==> src/rtl/srw_pkg.sv <==
package srw_pkg;
  typedef enum logic [2:0] {
    ST_IDLE,
    ST_LAT,
    ST_POLL,
    ST_CAPT,
    ST_RESP
  } srw_state_e;
endpackage

==> src/rtl/srw_span_cnt.sv <==
module srw_span_cnt #(
  parameter int WIDTH = 8
) (
  input  logic             clk,
  input  logic             rst_n,
  input  logic             clr,
  input  logic             inc,
  output logic [WIDTH-1:0] value
);
  always_ff @(posedge clk or negedge rst_n) begin
    if (!rst_n)   value <= '0;
    else if (clr) value <= '0;
    else if (inc) value <= value + 1'b1;
  end


  cnt_no_wrap_chk: assert property (@(posedge clk) disable iff (!rst_n)
    (inc && !clr) |-> (value != {WIDTH{1'b1}}));
endmodule

==> src/rtl/srw_rdy_decode.sv <==
module srw_rdy_decode (
  input  logic wait_in,
  input  logic rdy_high,
  output logic rdy
);
  always_comb rdy = rdy_high ? wait_in : ~wait_in;
endmodule

==> src/rtl/srw_read_ctrl.sv <==
module srw_read_ctrl #(
  parameter int DATA_W  = 32,
  parameter int WCNT_W  = 6,
  parameter int TIMEOUT = 255
) (
  input  logic              clk,
  input  logic              rst_n,
  input  logic              req_valid,
  output logic              req_ready,
  input  logic [WCNT_W-1:0] cfg_wait_cnt,
  input  logic              cfg_fixed_lat,
  input  logic              cfg_rdy_high,
  output logic              rsp_valid,
  output logic [DATA_W-1:0] rsp_data,
  output logic              rsp_err,
  output logic              mem_clk_en,
  output logic              mem_cs_n,
  output logic              mem_oe_n,
  input  logic              mem_wait,
  input  logic [DATA_W-1:0] mem_rdata
);
  import srw_pkg::*;

  localparam int TO_W = $clog2(TIMEOUT + 1);
  localparam logic [TO_W-1:0] TO_LAST = TO_W'(TIMEOUT - 1);

  srw_state_e        state, state_nx;
  logic [WCNT_W-1:0] lat_w;
  logic              lat_fix, lat_pol;
  logic              cs_q, err_q;
  logic [DATA_W-1:0] data_q;
  logic [WCNT_W-1:0] ph_val;
  logic [TO_W-1:0]   to_val;
  logic              accept, rdy, abort, lat_done;

  assign accept   = req_valid && (state == ST_IDLE);
  assign lat_done = (state == ST_LAT) && (ph_val == lat_w - 1'b1);
  assign abort    = (state == ST_POLL) && !rdy && (to_val == TO_LAST);

  srw_rdy_decode u_rdy (
    .wait_in  (mem_wait),
    .rdy_high (lat_pol),
    .rdy      (rdy)
  );

  srw_span_cnt #(.WIDTH(WCNT_W)) u_phase (
    .clk   (clk),
    .rst_n (rst_n),
    .clr   (accept),
    .inc   (state == ST_LAT),
    .value (ph_val)
  );

  srw_span_cnt #(.WIDTH(TO_W)) u_tmo (
    .clk   (clk),
    .rst_n (rst_n),
    .clr   (accept),
    .inc   ((state == ST_POLL) && !rdy && !abort),
    .value (to_val)
  );

  always_comb begin
    state_nx = state;
    unique case (state)
      ST_IDLE: if (req_valid) begin
        if (cfg_wait_cnt == '0) state_nx = cfg_fixed_lat ? ST_CAPT : ST_POLL;
        else                    state_nx = ST_LAT;
      end
      ST_LAT:  if (lat_done) state_nx = lat_fix ? ST_CAPT : ST_POLL;
      ST_POLL: if (rdy) state_nx = ST_CAPT;
               else if (abort) state_nx = ST_RESP;
      ST_CAPT: state_nx = ST_RESP;
      ST_RESP: state_nx = ST_IDLE;
      default: state_nx = ST_IDLE;
    endcase
  end

  always_ff @(posedge clk or negedge rst_n) begin
    if (!rst_n) begin
      state   <= ST_IDLE;
      lat_w   <= '0;
      lat_fix <= 1'b0;
      lat_pol <= 1'b0;
      cs_q    <= 1'b0;
      err_q   <= 1'b0;
      data_q  <= '0;
    end else begin
      state <= state_nx;
      if (accept) begin
        lat_w   <= cfg_wait_cnt;
        lat_fix <= cfg_fixed_lat;
        lat_pol <= cfg_rdy_high;
        cs_q    <= 1'b1;
      end
      if (state == ST_CAPT) begin
        data_q <= mem_rdata;
        err_q  <= 1'b0;
        cs_q   <= 1'b0;
      end else if (abort) begin
        data_q <= '0;
        err_q  <= 1'b1;
        cs_q   <= 1'b0;
      end else if (state == ST_RESP) begin
        err_q <= 1'b0;
      end
    end
  end

  assign req_ready  = (state == ST_IDLE);
  assign rsp_valid  = (state == ST_RESP);
  assign rsp_data   = data_q;
  assign rsp_err    = err_q;
  assign mem_cs_n   = ~cs_q;
  assign mem_oe_n   = ~cs_q;
  assign mem_clk_en = cs_q;


  idle_cs_off_chk: assert property (@(posedge clk) disable iff (!rst_n)
    req_ready |-> (mem_cs_n && mem_oe_n && !mem_clk_en));


  accept_opens_chk: assert property (@(posedge clk) disable iff (!rst_n)
    accept |=> (!mem_cs_n && !mem_oe_n && mem_clk_en));


  poll_hold_chk: assert property (@(posedge clk) disable iff (!rst_n)
    ((state == ST_POLL) && !rdy && !abort) |=> (!mem_cs_n && (state == ST_POLL)));


  rsp_pulse_chk: assert property (@(posedge clk) disable iff (!rst_n)
    rsp_valid |=> (!rsp_valid && req_ready));


  rsp_cs_off_chk: assert property (@(posedge clk) disable iff (!rst_n)
    rsp_valid |-> mem_cs_n);


  err_with_rsp_chk: assert property (@(posedge clk) disable iff (!rst_n)
    rsp_err |-> rsp_valid);


  cfg_held_chk: assert property (@(posedge clk) disable iff (!rst_n)
    (!req_ready && !$past(accept)) |-> ($stable(lat_w) && $stable(lat_fix) && $stable(lat_pol)));
endmodule

==> config.mk <==
export PLATFORM = sky130hd
export DESIGN_NAME = srw_read_ctrl
export DESIGN_NICKNAME = d
export VERILOG_FILES = /design/src/rtl/srw_pkg.sv /design/src/rtl/srw_span_cnt.sv /design/src/rtl/srw_rdy_decode.sv /design/src/rtl/srw_read_ctrl.sv
export SDC_FILE = /design/constraint.sdc
export NUM_CORES = 1
export LEC_CHECK = 0
export BUFFER_PORTS_ARGS = -buffer_cell sky130_fd_sc_hd__buf_2
export CORE_MARGIN = 2
export CORE_UTILIZATION = 51
export CTS_CLUSTER_DIAMETER = 120
export DETAILED_ROUTE_END_ITERATION = 10
export GPL_ROUTABILITY_DRIVEN = 0
export PLACE_DENSITY = 0.83
export SYNTH_ARGS = -nofsm -noshare
export SYNTH_HDL_FRONTEND = slang
export SYNTH_SLANG_ARGS = --single-unit
==> constraint.sdc <==
create_clock -name clk -period 2.1 [get_ports clk]
set_input_delay 0.315 -clock clk [delete_from_list [all_inputs] [get_ports clk]]
set_output_delay 0.315 -clock clk [all_outputs]
set_load 0.02 [all_outputs]
==> impl_metrics.toml <==
[run_status]
outcome = "completed"

[global_routing]
grt.total_usage_pct = 20.6
gr-total-overflow = 0
grt_antenna_before_repair = 0
grt_pass1_vias = 2019
global_route_wire_length_before_repair_um = 9370
grt_start_max_net_pins = 38

[clocking]
clkTransAtPathRegs_ns = 0.06
clock_tree_from_tritoncts = "yes"
cts.path.max_buffers = 2
tritoncts_buffer_count = 9
cts_post_setup_buffers_inserted = 0
clock-root-buffer = "sky130_fd_sc_hd__clkbuf_8"
post_cts.resized_instances = 0
cts_hold_repair.buffers = 1
cts.sinks = 59
depth_of_the_cts_h_tree = 3
clk_latency_ns = 0.33

[timing]
tns_ns = 0
timing_worst_slew_pin_value_ns = 0.737
period_share_pct = 88.6
finalHoldViolCount = 0
post-route-min-period_ns = 1.86
slew_headroom_pct = 50.7
timing.final.setup_violations = 0
timing.fmax_ghz = 0.538
grt_setup_unrepaired = "no"
fin_hold_ws_ns = 0.178
timing.final.max_slew_violations = 0
clock-skew-final_ns = 0.00528

[min_path]
timing.hold.worst.class = "in2reg"

[die]
io_pins = 82
std_cell_rows = 26
fp.dieW_um = 76.1
initial_core_util_pct = 52.2
die-area_um2 = 5790
die-height_um = 76.1
design.core.area_um2 = 5070

[placement]
dp_cells = 375
place.detailed.hpwl_um = 3830
place.port_buffers = 81
placedInstanceArea_um2 = 3100

[logic_synthesis]
ys_warn_count = 0
synthCells = 233
yosys.cell_types.count = 41
synth.ff_latch_count = 59
synth_fp_nets = 281
ys_seq_area_share_pct = 55.7
synthFlopType = "sky130_fd_sc_hd__dfrtp_1"
synth.avg_cell_area_um2 = 11.4
async_reset_ff_share_pct = 100
netlist_area_um2 = 2650
synth_edf_count = 0

[route]
route.vias.total = 2080
drt.antenna.violating_nets = 0
met1_wire_length_um = 2610
drcViolationCount = 0
detailed_route_vias_per_instance = 5.32
drt_pre_antenna_iters = 4
routed_wirelength_um = 5540
route.detailed.wl_per_inst_um = 14.2
top_layer = "met4"
met2RoutedLength_um = 2490
dr_wl_met3_um = 355
detailedRoute.firstIterationViolations = 105

[cells_and_area]
area_growth_pct = 26.7
final_net_count = 365
most_used_cells_in_the_layout_excluding_fill_and_tap_cells = "81 x sky130_fd_sc_hd__buf_2, 59 x sky130_fd_sc_hd__dfrtp_1, 32 x sky130_fd_sc_hd__a22o_1"
n_fill_cell = 425
number_of_inserted_diodes = 0
post-route-util_pct = 66.1
mostFrequentLayoutCell = "sky130_fd_sc_hd__buf_2"
final_layout_size_suffix_gt1_share_pct = 33.6
finish.instance_area_um2 = 3360
final-instance-count-excl-fill = 391

[critical_path]
setup.worst_path.end_class = "flip-flop"
cp-start-kind = "flip-flop"
arrival_ns = 2.11
r2r_slack_ns = 0.24
worst-path-max-fanout = 34
worstPathRequired_ns = 2.35
path_class = "reg2reg"

[pwr]
pwrdens_nw_per_um2 = 1610
p_leak_nw = 1.70
vdd.ir_drop.worst_v = 0.000927

[job]
maxCapViolations = 0
## routing by layer
| layer | GRT usage, % | vias to the layer above |
|---|---|---|
| li1 | - | 992 |
| met1 | 29.4 | 1000 |
| met2 | 30.4 | 79 |
| met3 | 5.09 | 9 |
| met4 | 8.91 | 0 |
| met5 | 0 | - |
## metrics by stage
step	power, mW	worst slack [ns]
after floorplan	3.52	0.208
after global placement	4.07	0.308
after detailed placement	4.14	0.228
after CTS	5.43	0.214
after global routing	5.73	0.0576
final	5.39	0.240
## kinds of logic (layout without fill, tap and decap cells)
family,after synthesis,count (layout),share of synthesized area [%]
buffers and inverters,23,111,5.00
DFF,59,59,55.7
muxes,4,4,1.51
and+or+nand+nor,70,70,13.8
adders and majority gates,4,4,1.89
xor gates and xnor gates,17,17,5.62
AOI/OAI and AO/OA,56,56,16.5
## flip-flops by register name, indices dropped and copies added, names as in the netlist
name           flops
rsp_err            1
lat_fix            1
u_tmo.value        8
mem_clk_en         1
rsp_data          32
state              3
u_phase.value      6
lat_w              6
lat_pol            1
## worst max-delay path, stage by stage (launching register included)
cell and delay (ns):
sky130_fd_sc_hd__dfrtp_1 0.41, sky130_fd_sc_hd__inv_1 0.07, sky130_fd_sc_hd__ha_1 0.19, sky130_fd_sc_hd__nand2_1 0.11
sky130_fd_sc_hd__or3_1 0.14, sky130_fd_sc_hd__nor2b_4 0.63, sky130_fd_sc_hd__a21boi_0 0.23
## power by group
part           leakage [nW]  internal (mW)  total [mW]  switching, mW
clock                 0.122          0.846        1.27          0.428
sequential            0.751           1.60        1.96          0.361
combinational         0.824          0.943        2.16           1.21
total                  1.70           3.39        5.39           2.00
## cell type report
type / instances / area [µm²] / area share, %
Sequential cell: 59 / 1480 / 44.0
Multi-Input combinational cell: 151 / 1040 / 31.0
Clock inverter: 4 / 97.6 / 2.91
Tap cell: 70 / 87.6 / 2.61
Clock buffer: 11 / 151 / 4.51
Timing Repair Buffer: 88 / 473 / 14.1
Inverter: 8 / 30.0 / 0.895
## final timing paths
path	from	endpoint	cells past startpoint
worst max-delay path	u_tmo.value[0]	mem_clk_en	6
worst min-delay path	cfg_rdy_high	lat_pol	3
worst max register to register	u_tmo.value[0]	mem_clk_en	6
worst min register to register	lat_fix	lat_fix	2
max in group asynchronous	rst_n	rsp_err	3
min in group asynchronous	rst_n	lat_w[0]	2
## synth_stat cells, drive strengths merged (6+ instances only)
cell type | number | area share [%]
buf | 9 | 3.0
a21oi | 7 | 1.3
nand2 | 28 | 4.0
clkbuf | 6 | 0.85
xnor2 | 13 | 4.3
a22o | 32 | 11
o21ai | 6 | 1.1
nor2 | 13 | 1.8
dfrtp | 59 | 56
inv | 8 | 1.1
Note: power is estimated with default switching activity, not from simulation.
